--- src/rtl/serial_chain_rx.sv ---
module serial_chain_rx #(
  parameter int BIT_CLKS  = 5208,
  parameter int STAGES    = 4,
  parameter int HOLD_BITS = 2
) (
  input  logic                clk,
  input  logic                rst,
  input  logic                rx_line,
  output logic [8*STAGES-1:0] chan_out
);
  localparam int W  = 8 * STAGES;
  localparam int CW = $clog2((HOLD_BITS + 2) * BIT_CLKS);
  localparam logic [CW-1:0] T_FIRST = CW'(BIT_CLKS + BIT_CLKS / 2 - 1);
  localparam logic [CW-1:0] T_NEXT  = CW'(BIT_CLKS - 1);
  localparam logic [CW-1:0] T_HOLD  = CW'(HOLD_BITS * BIT_CLKS - 1);

  logic [2:0]    sync;
  logic          busy, hold;
  logic [CW-1:0] tmr;
  logic [2:0]    nsamp;
  logic [7:0]    stg [STAGES];

  wire rx_s = sync[1];
  wire fell = sync[2] & ~sync[1];
  wire tick = busy && (tmr == '0);

  always_ff @(posedge clk) begin
    if (rst) begin
      sync  <= '1;
      busy  <= 1'b0;
      hold  <= 1'b0;
      tmr   <= '0;
      nsamp <= '0;
    end else begin
      sync <= {sync[1:0], rx_line};
      if (busy) begin
        if (tick) begin
          if (nsamp == 3'd7) begin
            busy  <= 1'b0;
            hold  <= 1'b1;
            nsamp <= '0;
            tmr   <= T_HOLD;
          end else begin
            nsamp <= nsamp + 3'd1;
            tmr   <= T_NEXT;
          end
        end else begin
          tmr <= tmr - 1'b1;
        end
      end else if (hold) begin
        if (tmr == '0) hold <= 1'b0;
        else           tmr  <= tmr - 1'b1;
      end else if (fell) begin
        busy <= 1'b1;
        tmr  <= T_FIRST;
      end
    end
  end

  for (genvar g = 0; g < STAGES; g++) begin : g_stage
    logic feed;
    if (g == 0) begin : g_head
      assign feed = rx_s;
    end else begin : g_tail
      assign feed = stg[g-1][0];
    end
    always_ff @(posedge clk) begin
      if (rst)       stg[g] <= '0;
      else if (tick) stg[g] <= {feed, stg[g][7:1]};
    end
    assign chan_out[8*g +: 8] = ~stg[g];
  end
endmodule

--- config.mk ---
export PLATFORM = sky130hd
export DESIGN_NAME = serial_chain_rx
export DESIGN_NICKNAME = d
export VERILOG_FILES = /design/src/rtl/serial_chain_rx.sv
export SDC_FILE = /design/constraint.sdc
export NUM_CORES = 1
export LEC_CHECK = 0
export BUFFER_PORTS_ARGS = -buffer_cell sky130_fd_sc_hd__buf_2
export CORE_MARGIN = 2
export CORE_UTILIZATION = 57
export DETAILED_ROUTE_END_ITERATION = 6
export PLACE_DENSITY = 0.79
export SLEW_MARGIN = 15
export SYNTH_ARGS = -nofsm -noshare
export SYNTH_HDL_FRONTEND = slang
export SYNTH_SLANG_ARGS = --single-unit
--- constraint.sdc ---
create_clock -name clk -period 3.15 [get_ports clk]
set_input_delay 0.63 -clock clk [delete_from_list [all_inputs] [get_ports clk]]
set_output_delay 0.63 -clock clk [all_outputs]
set_load 0.02 [all_outputs]
After elaboration in Yosys (flattened, before gate mapping)
Memory sizes are Yosys's and may differ from the RTL's.
Index checks and enable logic that the tools add are counted.
Cells by class
  add/subtract/negate cells: 2
  bitwise logic cells: 10
  equal/unequal tests: 4
  reductions and logical operators: 6
  muxes and demuxes: 26
Operators by type and width (count)
  $mux W15: 5
  $mux W8: 4
  $not A8 Y8: 4
  $logic_not A15 Y1: 1
  $mux W1: 15
  $sub A15 B1 Y15 const B: 1
  $mux W14: 1
  $reduce_and A2 Y1: 3
  $ne A2 B1 Y1 const B: 2
  $or A1 B1 Y1: 4
  $add A3 B1 Y3 const B: 1
  $eq A3 B3 Y1 const B: 1
  $mux W3: 1
  $ne A3 B3 Y1 const B: 1
  $reduce_bool A3 Y1: 1
  $and A1 B1 Y1: 1
  $logic_and A1 B1 Y1: 1
  $not A1 Y1: 1
Storage, ports and cells
  flip-flop bits (word level): 23
  word-level logic and storage cells: 54
  input bits: 3
  bits in writable memories: 32
  memories kept: 1
  output and inout bits: 32
Memories
  stg: depth 4, width 8, rd ports 4, clocked after Yosys merged registers in 0, wr ports 4, line 21  | logic [7:0] stg [STAGES];

Depth between registers and ports, before layout
Gate-level depths: netlist of run 1.
  depth in word-level cells: 6
  depth in mapped cells: 8
  gate-level depth less buffers: 7

Least setup slack after synthesis of run 1
OpenSTA, ideal clock, no wires.
  path kind: register -> register
  start: register tmr[6]
  end: memory stg[0][0] (enable)
  required time: 2.760 ns
  clock period less this slack: 2.427 ns
  setup time: 0.390 ns
  path buffers: 1
  path slack: 0.723 ns
  data arrival time: 2.037 ns
  cell stages (with the launch flop): 6
  path through: dfxtp_1 nor4_4 nand3_2 or2_1 buf_6 nand2_1
RTL lines
  from (decl): line 19  | logic [CW-1:0] tmr;
  from (signal assigned): line 48  | tmr <= tmr - 1'b1;
  from (signal assigned): line 52  | else tmr <= tmr - 1'b1;
  to (decl): line 21

==> flow_summary.toml, run 1 <==
[pwr]
leakagePower_nw = 1.12
combPwrFrac_pct = 17.8
p_clk_share_pct = 26.5
switching_share_pct = 29.6
seq_power_share_pct = 55.7
powerDensity_mw_per_mm2 = 489
p_total_mw = 1.47
power_switching_uw = 435
intPower_mw = 1.03
peakVddDrop_mv = 0.203

[timing]
worst_slew_margin_rel_pct = 56.3
worst_clock_skew_ps = 7.91
finalSetupTns_ps = 0
setup_violations = 0
hold_viol_final = 0
slew_violations = 0
timing.final.ws_setup_ps = 878
fmax_mhz = 440
finalCritPeriodShare_pct = 72.1
holdWs_ps = 415
rsz0062_at_grt = "no"
fin_crit_ps = 2270
worst_pin_slew_ps = 653

[global_route]
antenna_found_initial = 0
grt_max_degree = 48
grt_pass1_vias = 1647
grt_first_pass_wirelength_um = 8290
grt.total_usage_pct = 20.0
grt-ovfl-total = 0

[run_status]
status = "finished, final reports clean"

[run]
maxCapViolations = 0

[place]
dpl.hpwl_um = 3400
numPlacedInstances = 339
postPlaceCellArea_sq_mm = 0.00291
port_buffers = 34
gp_congestion = 0.927
dpl_worst_slack_ps = 902

[setup_path]
worstPathMaxFanout = 33
crit_type = "reg -> reg"
worst_setup_path_start_kind = "flop"
end_kind = "flop"
crit_required_ps = 3120
critPathArrivalTime_ps = 2240

[synthesis]
yosysSeqAreaShare_pct = 51.6
yosys_warnings = 0
synth_ff_type = "edfxtp_1"
syn_avg_cell_area_sq_um = 10.5
synth_seq_cells = 55
post-synth-top-count-cell = "inv_1"
yosysTopAreaCell = "edfxtp_1"
synth_common_cells = "inv_1 (43), edfxtp_1 (32), nor3_2 (31)"
synth_edf_count = 32
netlist_area_sq_mm = 0.00276
synth_top_area_share_pct = 34.9
synthTopCellsByArea = "edfxtp_1 (35%), dfxtp_1 (17%), nor3_2 (11%)"
synth_cell_types = 49
synthArstFlopShare_pct = 0
synth_nets = 268
syn-instance-count = 262

[clock_network]
clock_sinks = 55
postCtsSetupRepairBufs = 0
cts_root_buffer = "clkbuf_8"
cts-htree-levels = 2
cts_buffers = 5
hold_buffers = 0
clockBufferDepth = 2
cts-resized-gates = 0
clk_pin_slew_worst_paths_ps = 90
clkLatencyLatePin_ps = 310
cts_tree = "done"

[detailed_routing]
drtPass1Iterations = 4
post_drt_wl_per_cell_um = 14.7
vias = 1932
vias_per_cell = 5.57
drtIter0Drc = 176
drc = 0
final_antenna_net_count = 0
routed_wl_um = 5100

[floorplan]
pin_count = 35
die_area_sq_mm = 0.00541
die_height_um = 73.5
die_x_um = 73.5
initial_core_util_pct = 58.7
rows = 25
core_area_sq_mm = 0.00469

[layout]
post_route_cells_drive_above_1_share_pct = 30.4
finalInstanceArea_sq_mm = 0.00300
nFillCells = 418
finalNonFillerCells = 347
syn2layout_area_growth_pct = 8.85
antennaDiodeCount = 0
final_nets = 298
post-route-util_pct = 63.9

[worst_hold_path]
timing.hold.worst.class = "reg -> reg"
-- flip-flops by register name, summed over array words and instances (netlist names) --
register / count
tmr: 15
nsamp: 3
hold: 1
stg: 32
sync: 3
busy: 1
-- power by group through the flow --
stage	Sequential (mW)	Combinational, mW	Clock (mW)
after floorplan	0.827	0.219	0
after global placement	0.833	0.256	0
after detailed placement	0.834	0.258	0
after CTS	0.818	0.260	0.400
after global routing	0.823	0.288	0.425
final	0.818	0.261	0.389
-- metal layers --
layer / routed length (um) / vias up / part of all wire [%] / track usage [%]
li1: - / 983 / - / -
met1: 2430 / 899 / 48 / 29.2
met2: 2370 / 46 / 46 / 29.6
met3: 252 / 4 / 4.9 / 4.12
met4: 49 / 0 / 0.96 / 6.67
met5: 0 / - / 0 / 0
-- placed cells by master (no fill, tap or decap), types with 2 or more instances in the layout --
| cell type | n |
|---|---|
| o211ai_1 | 2 |
| buf_2 | 34 |
| a31oi_1 | 3 |
| inv_1 | 43 |
| or2_2 | 4 |
| dfxtp_1 | 23 |
| nand2_1 | 15 |
| nor3_1 | 11 |
| ha_1 | 3 |
| o32ai_1 | 3 |
| a211oi_1 | 2 |
| clkbuf_8 | 5 |
| nor4_1 | 3 |
| o21ai_0 | 5 |
| buf_4 | 3 |
| nor2_1 | 13 |
| nand3_1 | 5 |
| nor4b_1 | 3 |
| nor3_2 | 31 |
| a21oi_1 | 19 |
| edfxtp_1 | 32 |
| or3_1 | 3 |
-- worst paths after layout --
check,slack (ps),from,end,depth (start not counted)
max reg2reg,880,tmr[6],stg[1][6],5
min reg2reg,420,sync[0],sync[1],1
min,420,sync[0],sync[1],1
max,880,tmr[6],stg[1][6],5
-- area by class of cell --
cell class | instances | area [sq um] | share of cell area, %
Timing Repair Buffer | 37 | 193 | 6.42
Tap cell | 54 | 67.6 | 2.25
Inverter | 43 | 161 | 5.38
Clock buffer | 5 | 68.8 | 2.29
Multi-Input combinational cell | 150 | 1070 | 35.5
Clock inverter | 3 | 22.5 | 0.751
Sequential cell | 55 | 1420 | 47.4
-- logic make-up (layout without fill, tap and decap cells) --
kind of cell	after synthesis	after routing	synth area share, %
compound gates	47	47	11.4
xor+xnor	1	1	0.318
fa+ha+maj	3	3	1.36
buf+inv	57	88	9.76
flops	55	55	51.6
mux	1	1	0.409
simple gates	98	98	25.2
-- critical path, cell delays in order (launching register included) --
cell,delay [ps]
dfxtp_1,400
nor4_4,510
nand3_2,230
or2_2,340
nand2_1,70
buf_4,370
Note: power is estimated with default switching activity, not from simulation.
==> run 2, diff against run 1 <==
==> constraint.sdc (replaced) <==
create_clock -name clk -period 2.3 [get_ports clk]
set_input_delay 0.46 -clock clk [delete_from_list [all_inputs] [get_ports clk]]
set_output_delay 0.46 -clock clk [all_outputs]
set_load 0.02 [all_outputs]
==> run 2 against run 1 <==
Die area stayed put. First-iteration DRC count fell by 4.5%. Clock skew shrank 1.8 ps. Final area increased by 2.5%. Clock power increased by 34%.
==> flow_summary.toml, run 2 (synthesis results as in run 1) <==
[layout]
largestRegisters = "stg (32), tmr (15)"
final_cell_mix = "inv_1 (43), buf_2 (34), edfxtp_1 (32)"
nFillCells = 391
finalNonFillerCells = 355
largest_reg_flops = 32
syn2layout_area_growth_pct = 11.6
top_register = "stg"
final_nets = 306
post-route-util_pct = 65.5
finalInstanceArea_sq_mm = 0.00308
antennaDiodeCount = 0
layout_commonest_cell = "inv_1"
post_route_cells_drive_above_1_share_pct = 32.9

[setup_path]
rr_worst_depth = 7
worstPathMaxFanout = 6
crit_type = "reg -> reg"
critPathArrivalTime_ps = 2370
r2r_slack_ps = 160
crit_required_ps = 2530
worst_setup_path_start_kind = "flop"
reg2reg_from = "tmr[0]"
reg2reg_to = "tmr[11]"
end_kind = "flop"
crit_start = "tmr[0]"

[detailed_routing]
drtIter0Drc = 168
vias_per_cell = 5.78
vias = 2052
routed_wl_um = 5370
drtPass1Iterations = 4
final_antenna_net_count = 0
drc = 0
post_drt_wl_per_cell_um = 15.1

[floorplan]
die_height_um = 73.5
die_area_sq_mm = 0.00541
initial_core_util_pct = 58.7
core_area_sq_mm = 0.00469
rows = 25
die_x_um = 73.5
pin_count = 35

[timing]
holdWs_ps = 330
timing.final.ws_setup_ps = 162
worst_clock_skew_ps = 6.12
rsz0062_at_grt = "no"
setup_violations = 0
finalCritPeriodShare_pct = 93.0
hold_viol_final = 0
worst_slew_margin_rel_pct = 54.3
finalSetupTns_ps = 0
worst_pin_slew_ps = 683
slew_violations = 0
fmax_mhz = 468
fin_crit_ps = 2140

[clock_network]
hold_buffers = 0
cts-htree-levels = 2
cts_root_buffer = "clkbuf_8"
clkLatencyLatePin_ps = 310
clockBufferDepth = 2
clk_pin_slew_worst_paths_ps = 90
clock_sinks = 55
cts_tree = "done"
cts_buffers = 5

[global_route]
grt_first_pass_wirelength_um = 8760
antenna_found_initial = 0
grt.total_usage_pct = 20.9
grt_pass1_vias = 1862
grt-ovfl-total = 0
grt_max_degree = 33

[pwr]
powerDensity_mw_per_mm2 = 659
p_total_mw = 2.03
leakagePower_nw = 1.16
peakVddDrop_mv = 0.364

[worst_hold_path]
hold_path_end = "sync[0]"
holdCritStartpoint = "rx_line"
min_path_cells = 2
timing.hold.worst.class = "in -> reg"

[place]
gp_congestion = 0.906
dpl.hpwl_um = 3820
postPlaceCellArea_sq_mm = 0.00298
dpl_worst_slack_ps = 224
port_buffers = 34
numPlacedInstances = 347

[run_status]
status = "finished, final reports clean"

[run]
maxCapViolations = 0
==> run 2: cell types whose count changed in the layout (fill, tap and decap cells not counted), sizes merged <==
cell,before,now
buf,37,45
==> run 2: worst max-delay path by stage <==
stage | depth (start not counted) | endpoint | slack (ps)
after floorplan | 5 | stg[0][0] | 180
after global placement | 7 | tmr[4] | 280
after detailed placement | 7 | tmr[10] | 220
after CTS | 7 | tmr[4] | 210
after global routing | 7 | tmr[11] | 40
final | 7 | tmr[11] | 160
==> run 2: routing by layer <==
metal	share of wire [%]	track usage [%]	vias up
li1	-	-	997
met1	43	28.0	968
met2	49	34.3	78
met3	6.3	3.98	9
met4	1.4	6.46	0
met5	0	0	-
==> run 2: repair_timing <==
action	4_1_cts	5_1_grt
setup endpoints to repair	0	1
hold endpoints to repair	0	0
gates resized for setup	0	1
buffers inserted	0	0
==> run 2: layout make-up <==
cell class              instances  area (sq um)  area share, %
flip-flops and latches         55          1420           46.2
inverters                      43           161           5.25
clock inverters                 3          18.8          0.610
clock buffers                   5          68.8           2.24
well taps                      54          67.6           2.20
multi-input cells             150          1070           34.9
repair buffers                 45           265           8.62
==> run 2: power breakdown <==
group	total (mW)	switching [mW]	internal, mW
Clock	0.522	0.308	0.215
Combinational	0.384	0.258	0.126
Sequential	1.12	0.0307	1.09
==> run 2: worst max-delay path, stage by stage (launching register included) <==
cell and delay (ps):
dfxtp_1 360, inv_1 70, ha_1 240, nor4b_1 390
and4_1 440, nor2_1 170, nor4b_4 190, a211oi_2 210
